==> src/rtl/pcm_pwm_pkg.sv <==
// Shared types for the strobe-loaded pulse-width modulator.
package pcm_pwm_pkg;
    // Which period boundary the pulse is anchored to.
    typedef enum logic {
        EDGE_TRAIL = 1'b0,
        EDGE_LEAD  = 1'b1
    } edge_mode_e;
endpackage

==> src/rtl/pcm_pwm_period_timer.sv <==
// Period timer: counts one switching period of 2^SAMPLE_W cycles after an
// accepted strobe. It decides whether a strobe is accepted and flags the
// last cycle of the period.
// Assumes: strobes are single-cycle pulses; reset is synchronous, active low.
module pcm_pwm_period_timer #(
    parameter int SAMPLE_W = 8
) (
    input  logic clk,
    input  logic rst_n,
    input  logic strobe,
    output logic accept,
    output logic active,
    output logic last
);
    localparam logic [SAMPLE_W-1:0] PER_TOP = {SAMPLE_W{1'b1}};

    logic [SAMPLE_W-1:0] pcnt_q;
    logic                busy_q;

    // Last cycle of a running period, and strobe acceptance.
    always_comb begin
        last   = busy_q && (pcnt_q == '0);
        accept = strobe && (!busy_q || last);
        active = busy_q;
    end

    // Period position counter and running flag.
    always_ff @(posedge clk) begin
        if (!rst_n) begin
            pcnt_q <= '0;
            busy_q <= 1'b0;
        end else if (accept) begin
            pcnt_q <= PER_TOP;
            busy_q <= 1'b1;
        end else if (busy_q) begin
            if (pcnt_q == '0) begin
                busy_q <= 1'b0;
            end else begin
                pcnt_q <= pcnt_q - 1'b1;
            end
        end
    end


    mid_strobe_ignored_chk: assert property (@(posedge clk) disable iff (!rst_n)
        (strobe && busy_q && pcnt_q != '0) |=> (busy_q && pcnt_q == $past(pcnt_q) - 1'b1));


    chain_reload_chk: assert property (@(posedge clk) disable iff (!rst_n)
        (strobe && last) |=> (busy_q && pcnt_q == PER_TOP));


    idle_after_end_chk: assert property (@(posedge clk) disable iff (!rst_n)
        (last && !strobe) |=> !busy_q);
endmodule

==> src/rtl/pcm_pwm_width_latch.sv <==
// Width counter and output latch. On load the sample (trailing mode) or its
// complement (leading mode, mirrored carrier) enters the down-counter. In
// trailing mode the latch is set at load and cleared as the count hits zero.
// In leading mode the latch is set once the count is exhausted and held to
// the period end.
// Assumes: load and stop are never high together; active marks a running period.
module pcm_pwm_width_latch #(
    parameter int SAMPLE_W = 8
) (
    input  logic                clk,
    input  logic                rst_n,
    input  logic                load,
    input  logic                stop,
    input  logic                active,
    input  logic [SAMPLE_W-1:0] sample,
    input  logic                lead,
    output logic                pwm
);
    import pcm_pwm_pkg::*;

    logic [SAMPLE_W-1:0] wcnt_q;
    edge_mode_e          mode_q;
    logic                pwm_q;

    // Load, count down and set/clear the latch.
    always_ff @(posedge clk) begin
        if (!rst_n) begin
            wcnt_q <= '0;
            mode_q <= EDGE_TRAIL;
            pwm_q  <= 1'b0;
        end else if (load) begin
            mode_q <= edge_mode_e'(lead);
            wcnt_q <= lead ? ~sample : sample;
            pwm_q  <= lead ? 1'b0 : (sample != '0);
        end else if (stop) begin
            wcnt_q <= '0;
            pwm_q  <= 1'b0;
        end else if (active) begin
            if (wcnt_q != '0) begin
                wcnt_q <= wcnt_q - 1'b1;
            end
            if (mode_q == EDGE_LEAD) begin
                if (wcnt_q == '0) pwm_q <= 1'b1;
            end else if (wcnt_q == {{(SAMPLE_W-1){1'b0}}, 1'b1}) begin
                pwm_q <= 1'b0;
            end
        end
    end

    assign pwm = pwm_q;


    trail_rise_only_at_load_chk: assert property (@(posedge clk) disable iff (!rst_n)
        (!load && mode_q == EDGE_TRAIL) |=> !$rose(pwm_q));


    lead_hold_to_end_chk: assert property (@(posedge clk) disable iff (!rst_n)
        (!load && !stop && mode_q == EDGE_LEAD) |=> !$fell(pwm_q));
endmodule

==> src/rtl/pcm_pwm_gen.sv <==
// Top of the strobe-loaded pulse-width modulator. The period timer takes
// strobes; the width latch forms the pulse inside each period.
// Assumes: clk runs at 2^SAMPLE_W times the sample rate; reset is
// synchronous, active low.
module pcm_pwm_gen #(
    parameter int SAMPLE_W = 8
) (
    input  logic                clk,
    input  logic                rst_n,
    input  logic                smp_stb,
    input  logic [SAMPLE_W-1:0] smp_data,
    input  logic                lead_mode,
    output logic                pwm_out,
    output logic                term_cnt
);
    logic accept;
    logic active;
    logic last;
    logic stop;

    // Period ends without a follow-on sample.
    always_comb stop = last && !accept;

    pcm_pwm_period_timer #(.SAMPLE_W(SAMPLE_W)) u_timer (
        .clk    (clk),
        .rst_n  (rst_n),
        .strobe (smp_stb),
        .accept (accept),
        .active (active),
        .last   (last)
    );

    pcm_pwm_width_latch #(.SAMPLE_W(SAMPLE_W)) u_latch (
        .clk    (clk),
        .rst_n  (rst_n),
        .load   (accept),
        .stop   (stop),
        .active (active),
        .sample (smp_data),
        .lead   (lead_mode),
        .pwm    (pwm_out)
    );

    assign term_cnt = last;


    idle_output_low_chk: assert property (@(posedge clk) disable iff (!rst_n)
        !active |-> (!pwm_out && !term_cnt));


    term_single_cycle_chk: assert property (@(posedge clk) disable iff (!rst_n)
        term_cnt |=> !term_cnt);
endmodule

==> config.mk <==
export PLATFORM = sky130hd
export DESIGN_NAME = pcm_pwm_gen
export DESIGN_NICKNAME = d
export VERILOG_FILES = /design/src/rtl/pcm_pwm_pkg.sv /design/src/rtl/pcm_pwm_period_timer.sv /design/src/rtl/pcm_pwm_width_latch.sv /design/src/rtl/pcm_pwm_gen.sv
export SDC_FILE = /design/constraint.sdc
export NUM_CORES = 1
export LEC_CHECK = 0
export BUFFER_PORTS_ARGS = -buffer_cell sky130_fd_sc_hd__clkbuf_2
export CORE_MARGIN = 2
export CORE_UTILIZATION = 47
export CTS_CLUSTER_SIZE = 25
export DETAILED_ROUTE_END_ITERATION = 7
export PLACE_DENSITY = 0.67
export SYNTH_ARGS = -nofsm -noshare
export SYNTH_HDL_FRONTEND = slang
export SYNTH_SLANG_ARGS = --single-unit
==> constraint.sdc <==
create_clock -name clk -period 4.95 [get_ports clk]
set_clock_uncertainty 0.05 [all_clocks]
set_input_delay 0.2475 -clock clk [delete_from_list [all_inputs] [get_ports clk]]
set_output_delay 0.2475 -clock clk [all_outputs]
set_load 0.05 [all_outputs]
Word-level counts from Yosys, hierarchy flattened
Cells that the tools add are included.
- flip-flop bits (word level): 19
- bits in latches: 0
- bits in writable memories: 0
- memory bits (read-only): 0
- bits of input ports: 12
- output and inout port bits: 2
- logic and storage cells: 46
- memories kept: 0
- $add $sub $neg: 2
- $mul: 0
- divide/modulo/power cells: 0
- magnitude comparators: 0
- eq/ne operators: 3
- shift-type cells: 0
- multiplexer cells: 18
- bitwise gates (word level): 1
- reductions and logical operators: 17
- operators with widths (cell ; number):
    8-bit 2-to-1 mux ; 8
    8-bit logical NOT ; 2
    8-bit nonzero test ; 2
    8-bit by 1-bit subtractor with 8-bit output, second input constant ; 2
    1-bit 2-to-1 mux ; 10
    8-bit by 1-bit == test with 1-bit output, second input constant ; 1
    8-bit NOT ; 1
    3-bit nonzero test ; 2
    4-bit != test, second input constant ; 1
    2-bit AND reduction ; 2
    4-bit nonzero test ; 1
    1-bit logical AND ; 3
    3-bit AND reduction ; 1
    1-bit logical NOT ; 2
    2-bit != test, second input constant ; 1
    2-bit nonzero test ; 1
    1-bit logical OR ; 1

Depth between registers and ports, before layout
Gate-level depths: netlist of the first run.
- depth after elaboration: 8
- depth in mapped cells: 7

Modules after synthesis
From an unflattened synthesis of the first run, not the netlist that was laid out.
- cells, all modules: 152
- area total of the unflattened synthesis: 1302.5 µm²
- by module, submodules not included (module ; times used ; cells an instance ; area an instance (µm²) ; seq. area each (µm²)):
    pcm_pwm_width_latch ; 1 ; 94 ; 782.0 ; 200.2
    pcm_pwm_period_timer ; 1 ; 57 ; 506.7 ; 180.2
    pcm_pwm_gen ; 1 ; 1 ; 13.8 ; 0.0

Worst setup path before layout of the first run
No wires, ideal clock.
- path type: reg2reg
- start: register u_timer.pcnt_q[0]
- end: register u_latch.wcnt_q[6]
- library setup time: 129 ps
- data arrival time: 2630 ps
- slack: 2141 ps
- cell stages (with the launch flop): 8
- period minus slack after synthesis: 2809 ps
- cells stage by stage: dfxtp_1 -> inv_1 -> ha_1 -> or3b_2 -> nor3_1 -> nor2_1 -> a32oi_1 -> nor2_1
- longest elaborated chain between the ends: 8
- ends and longest elaborated chain (item ; line ; text):
    start, declared ; pcm_pwm_period_timer.sv:17 ; logic [SAMPLE_W-1:0] pcnt_q;
    start signal, assigned ; pcm_pwm_period_timer.sv:39 ; pcnt_q <= pcnt_q - 1'b1;
    8-bit logical NOT * ; pcm_pwm_period_timer.sv:22 ; last = busy_q && (pcnt_q == '0);
    1-bit logical AND * ; pcm_pwm_period_timer.sv:22 ;
    named net term_cnt ; pcm_pwm_gen.sv:14 ; output logic term_cnt
    1-bit logical OR ; pcm_pwm_period_timer.sv:23 ; accept = strobe && (!busy_q || last);
    1-bit logical AND ; pcm_pwm_period_timer.sv:23 ;
    1-bit logical NOT ; pcm_pwm_gen.sv:22 ; always_comb stop = last && !accept;
    1-bit logical AND ; pcm_pwm_gen.sv:22 ;
    3-bit nonzero test (no line) or 8-bit 2-to-1 mux (tied branches) ; - ;
    2-bit AND reduction (no line) or 8-bit 2-to-1 mux (tied branches) ; - ;
    end signal, assigned ; pcm_pwm_width_latch.sv:33 ; wcnt_q <= lead ? ~sample : sample;
    end signal, assigned ; pcm_pwm_width_latch.sv:40 ; wcnt_q <= wcnt_q - 1'b1;
    end, declared ; pcm_pwm_width_latch.sv:21 ; logic [SAMPLE_W-1:0] wcnt_q;
Mark *: on every way through the listed nets, which the timed path passes. The rest lies on a longest branch.
A chain may end at the register's enable or synchronous reset.

Worst setup path in the final report of the first run
- start: register u_timer.pcnt_q[0]
- end: output term_cnt
- longest elaborated chain between the ends: 2
- ends and longest elaborated chain (item ; line):
    8-bit logical NOT ; pcm_pwm_period_timer.sv:22
    1-bit logical AND ; pcm_pwm_period_timer.sv:22
    end, declared ; pcm_pwm_gen.sv:14
No other way between the ends.

==> metrics, run 1 <==
status complete, no violations; Core Region 2500 sq um; post-DP HPWL 2300 um; area delta synth->final 6.66%; average wire per standard cell 15.6 um; first-pass GRT wire length 5200 um; setup_tns 0 ps; fin worst setup slack 2550 ps; relative slew slack 0.602; Crit path largest cell delay 540 ps; WS Path Type reg -> out; Sw Ratio 0.393; root buffer cell clkbuf_4; dominant cell type by area after synthesis dfxtp_1; RSZ-0062 raised after global routing false; Ys Warns 0; IO Count 14; ANT nets after route 0; Final min period 2400 ps; post-CTS sizing 0; initial DRC count 47; Post-Synthesis Cells 160; arrival time worst endpoint 2110 ps; power share of the clock group 0.182; Synth Cell Area 1260 sq um; clk buf depth 2; Yosys reg bits 19; nets@finish 187; GRT overflow 0; Multi-input gate area 807 sq um; Comb power frac 0.374; std cell rows 18; endpoint class of the critical path output port; Seq/Total Area, Yosys 0.302; FFs w/ async S/R, synth 0; CP Max Fanout 5; CP delay by family, top simple AND/OR/NAND/NOR gates; pin count of the biggest net entering global routing 18; via count 1226; Die ar. 3110 sq um; Synth cell types 42; initial antenna violation count 0; CP Cell Sequence inv_1 > ha_1 > or3b_2 > nor3_1 > clkbuf_2; initial cell density of the core 0.504; EDFF count, synth 0; DRC Markers 0; Final Wtd Congestion 0.896; Max Cap Violations 0; hold_sp rst_n; Flop pwr share 0.443; Fin. Hold Viols 0; Syn Nets 176; Detailed Route WL 3120 um; setup violators final 0; drt first pass iters 4; WP buf/inv 2; worst skew pair latency 310 ps; worst hold margin 218 ps; CP startpoint kind flop; beginning of the critical path u_timer.pcnt_q[0]; post-CTS setup buffer count 0; CTS tree yes; clock-pin slew on the worst setup and hold paths 120 ps; Reg-to-Reg Start u_timer.pcnt_q[0]; Critical Path RT 4650 ps; Synth top area share 0.302; ranking of synthesized cells by area dfxtp_1, nor2_1, xnor2_1; Die X-Extent 55.8 um; Diodes inserted 0; leakage 0.519 nW; cts bufs inserted 3; net load switching power 0.178 mW; Pins Over Slew Limit 0; layout cells sized above 1 0.129; Port Buffers 13; via/cell ratio 6.13; Pint 0.274 mW; FF+latch area 380 sq um; Power Dens Cells 337 nW/um^2; CP max stage cell or3b_2; HP Class in -> reg; Syn Area/Cell 7.87 sq um; CTS Sinks 19; Filler cells 258; vias in the first global route 1095; ys flop type dfxtp_1; Layout Utilization 0.537; dpl ws 2770 ps; Worst IR Drop VDD 0.211 mV; CTS Hold Buffers Added 0; die height 55.8 um; highest clock rate 416 MHz; gr usage total 0.206; worst slew pin tran 596 ps; Final period util 0.486; Clock H-tree levels 1
==> cell usage after synthesis, types with 2 or more instances <==
master    instances
nand3_1           6
inv_1             7
nor3_1            8
a21oi_1          13
a311oi_1          2
nor2b_1           2
nand4b_1          2
o21ba_1           2
xor2_1            2
o22ai_1           4
dfxtp_1          19
nor4_1            7
or4_1             2
o21ai_0           6
xnor2_1           8
a211oi_1          7
a31oi_1           2
ha_1              4
mux2i_1           2
nand2_1          11
nand4_1           2
nor2_1           19
clkbuf_1          4
==> power by group through the flow <==
stage / combinational [mW] / clock [mW] / sequential (mW)
2_1_floorplan: 0.136 / 0 / 0.196
3_3_place_gp: 0.167 / 0 / 0.202
3_5_place_dp: 0.167 / 0 / 0.203
4_1_cts: 0.168 / 0.0844 / 0.200
5_1_grt: 0.188 / 0.0893 / 0.204
6_report: 0.169 / 0.0825 / 0.200
==> cell usage in the layout (no fill, tap or decap), types with 2 or more instances in the layout <==
cell	count
nand4_1	2
clkbuf_4	3
nor2_1	19
dfxtp_1	19
inv_1	7
a311oi_1	2
nor3_1	8
o22ai_1	4
xnor2_1	8
o21ai_0	6
xor2_1	2
a21oi_1	13
mux2i_1	2
clkbuf_2	13
or4_1	2
nand2_1	11
o21ba_1	2
nand3_1	6
a31oi_1	2
nor2b_1	2
a211oi_1	7
nor4_1	7
nand4b_1	2
ha_1	4
==> final cells by class <==
type / count / area share
Inverter: 7 / 0.0196
Sequential cell: 19 / 0.283
Tap cell: 30 / 0.0280
Clock buffer: 4 / 0.0196
Timing Repair Buffer: 13 / 0.0485
Multi-Input combinational cell: 127 / 0.601
==> cells by family after synthesis <==
kind of cell,count (synthesis),share of synthesized area
simple gates,64,0.257
compound gates,47,0.258
flops,19,0.302
buf+inv,14,0.0567
xor+xnor,10,0.0696
fa+ha+maj,4,0.0398
mux,2,0.0159
==> sequential cells by signal, indices dropped and copies added (netlist names) <==
name / count
u_latch.wcnt_q: 8
u_timer.active: 1
u_latch.pwm: 1
u_latch.mode_q: 1
u_timer.pcnt_q: 8
==> stage by stage <==
stage | cells | power (mW) | instance area, sq um
after detailed placement | 196 | 0.370 | 1320
after global placement | 196 | 0.369 | 1320
after global routing | 200 | 0.481 | 1340
after floorplan | 160 | 0.332 | 1260
final | 200 | 0.452 | 1340
after CTS | 200 | 0.452 | 1340
==> layer usage <==
| layer | up-vias | routed length (um) | GRT usage |
|---|---|---|---|
| li1 | 617 | - | - |
| met1 | 576 | 1550 | 0.310 |
| met3 | 2 | 125 | 0.0279 |
| met5 | - | 0 | 0 |
| met4 | 0 | 19 | 0.0418 |
| met2 | 31 | 1420 | 0.313 |
==> worst reg2reg max path: cells and delay by family, from the launching register on <==
family	cells	cell delay, ps
adder cells (fa/ha/maj)	1	250
flip-flops	1	410
AO/OA/AOI/OAI	2	620
AND/OR/NAND/NOR	3	770
buffers and inverters	1	60
==> final timing paths <==
| check | endpoint | slack (ps) | depth (start not counted) |
|---|---|---|---|
| setup / recovery | term_cnt | 2550 | 5 |
| hold / removal | u_latch.wcnt_q[7] | 220 | 2 |
| setup reg to reg | u_timer.pcnt_q[7] | 2730 | 7 |
| hold reg to reg | u_latch.mode_q | 480 | 2 |
Power figures use the tool's default switching activity.
==> inputs of run 2 (changes only) <==
clock period = 2.5 ns   (was 4.95 ns; I/O delays follow)
==> metrics, run 2 (synthesized netlist as in run 1, its figures left out) <==
Final period util 0.882; std cell rows 18 (unchanged); initial cell density of the core 0.504 (unchanged); Worst IR Drop VDD 0.427 mV (+100%); HP Class in -> reg; arrival time worst endpoint 2400 ps (+290 ps); Final Wtd Congestion 0.849 (-5.2%); RSZ-0062 raised after global routing false; via count 1251 (+2.0%); via/cell ratio 6.19 (+1.0%); Core Region 2500 sq um (unchanged); status complete, no violations; Filler cells 249 (-3.5%); setup_tns 0 ps (unchanged); GRT overflow 0 (unchanged); CP Max Fanout 8 (+3); r2r setup slk 290 ps (-2440 ps); fin worst setup slack 294 ps (-2250 ps); Port Buffers 13 (unchanged); CTS Sinks 19 (unchanged); clock-pin slew on the worst setup and hold paths 110 ps (about the same); CTS tree yes; Power Dens Cells 661 nW/um^2 (+96%); drt first pass iters 4 (unchanged); CP Cell Sequence inv_1 > ha_1 > nor3b_1 > a21oi_1 > nor2_1 > or3_1 > a21oi_2; initial antenna violation count 0 (unchanged); Pins Over Slew Limit 0 (unchanged); die height 55.8 um (unchanged); hold_sp rst_n; highest clock rate 453 MHz; Crit path largest cell delay 500 ps (-40 ps); post-CTS setup buffer count 0 (unchanged); Critical Path RT 2690 ps (-1960 ps); worst slew pin tran 573 ps (-23.4 ps); first-pass GRT wire length 5220 um (+0.27%); root buffer cell clkbuf_4; setup violators final 0 (unchanged); Die ar. 3110 sq um (unchanged); endpoint class of the critical path flop; Diodes inserted 0 (unchanged); Clock H-tree levels 1 (unchanged); Max Cap Violations 0 (unchanged); worst reg2reg path depth 7 (unchanged); Hold Path Depth 3 (+1); CTS Hold Buffers Added 0 (unchanged); Die X-Extent 55.8 um (unchanged); post-DP HPWL 2360 um (+2.6%); WS Path Type reg -> reg; post-CTS sizing 0 (unchanged); cts bufs inserted 3 (unchanged); gr usage total 0.207 (+0.000686); Final min period 2210 ps; dpl ws 339 ps (-2430 ps); nets@finish 189 (+1.1%); Reg-to-Reg Start u_timer.pcnt_q[0]; Detailed Route WL 3180 um (+2.1%); Hold Path End u_timer.pcnt_q[2]; relative slew slack 0.618 (+0.0161); worst skew pair latency 300 ps (about the same); pin count of the biggest net entering global routing 18 (unchanged); average wire per standard cell 15.7 um (+1.0%); initial DRC count 40 (-15%); vias in the first global route 1141 (+4.2%); area delta synth->final 8.35%; Fin. Hold Viols 0 (unchanged); most frequent cells in the layout nor2_1, dfxtp_1, a21oi_1, clkbuf_2, nand2_1; IO Count 14 (unchanged); RR Endpoint u_timer.pcnt_q[7]; leakage 0.532 nW (+2.5%); ANT nets after route 0 (unchanged); clk buf depth 2 (unchanged); DRC Markers 0 (unchanged); CP startpoint kind flop; CP max stage cell a21oi_1; Layout Utilization 0.546 (+0.00851); layout cells sized above 1 0.151 (+0.0218); largest registers u_latch.wcnt_q x8, u_timer.pcnt_q x8
## run 2: through the flow
step                instance area (sq um)  instances  hold slack [ps]  total power, mW
global route                         1360        202              100            0.962
finish                               1360        202             86.2            0.902
floorplan                            1260        160              191            0.659
global placement                     1340        198              399            0.727
CTS                                  1360        202             86.6            0.897
detailed placement                   1340        198              410            0.739
## run 2: layout make-up
class | instances | area [sq um] | share of cell area
multi-input cells | 127 | 812 | 0.595
flip-flops and latches | 19 | 380 | 0.279
repair buffers | 15 | 80.1 | 0.0587
well taps | 30 | 37.5 | 0.0275
inverters | 7 | 26.3 | 0.0193
clock buffers | 3 | 22.5 | 0.0165
clock inverters | 1 | 5.00 | 0.00367
## run 2: worst max path at each step
| stage | from | end | slack [ps] | cells after the start |
|---|---|---|---|---|
| after floorplan | u_timer.pcnt_q[0] | u_latch.wcnt_q[6] | 180 | 7 |
| after global placement | u_timer.pcnt_q[0] | u_timer.pcnt_q[7] | 410 | 7 |
| after detailed placement | u_timer.pcnt_q[0] | u_timer.pcnt_q[7] | 340 | 7 |
| after CTS | u_timer.pcnt_q[0] | u_timer.pcnt_q[7] | 300 | 7 |
| after global routing | u_timer.pcnt_q[0] | u_timer.pcnt_q[5] | 110 | 7 |
| final | u_timer.pcnt_q[0] | u_timer.pcnt_q[7] | 290 | 7 |
## run 2: critical path, delay by kind of cell (launching register included)
| family | cells | cell delay [ps] |
|---|---|---|
| fa+ha+maj | 1 | 250 |
| compound gates | 2 | 610 |
| flops | 1 | 410 |
| buf+inv | 1 | 60 |
| simple gates | 3 | 770 |
## run 2: report_power, final
part	leakage, nW	switching [mW]	total [mW]	internal [mW]
clock	0.0177	0.102	0.162	0.0597
combinational	0.356	0.203	0.344	0.141
sequential	0.158	0.0531	0.396	0.343
total	0.532	0.358	0.902	0.544
## run 2: routing by layer
layer  share of wire  vias to the layer above  global-route usage  routed length, um
li1                -                      622                   -                  -
met1            0.48                      570               0.300               1540
met2            0.44                       51               0.315               1390
met3           0.064                        8              0.0302                204
met4           0.014                        0              0.0627                 46
met5               0                        -                   0                  0
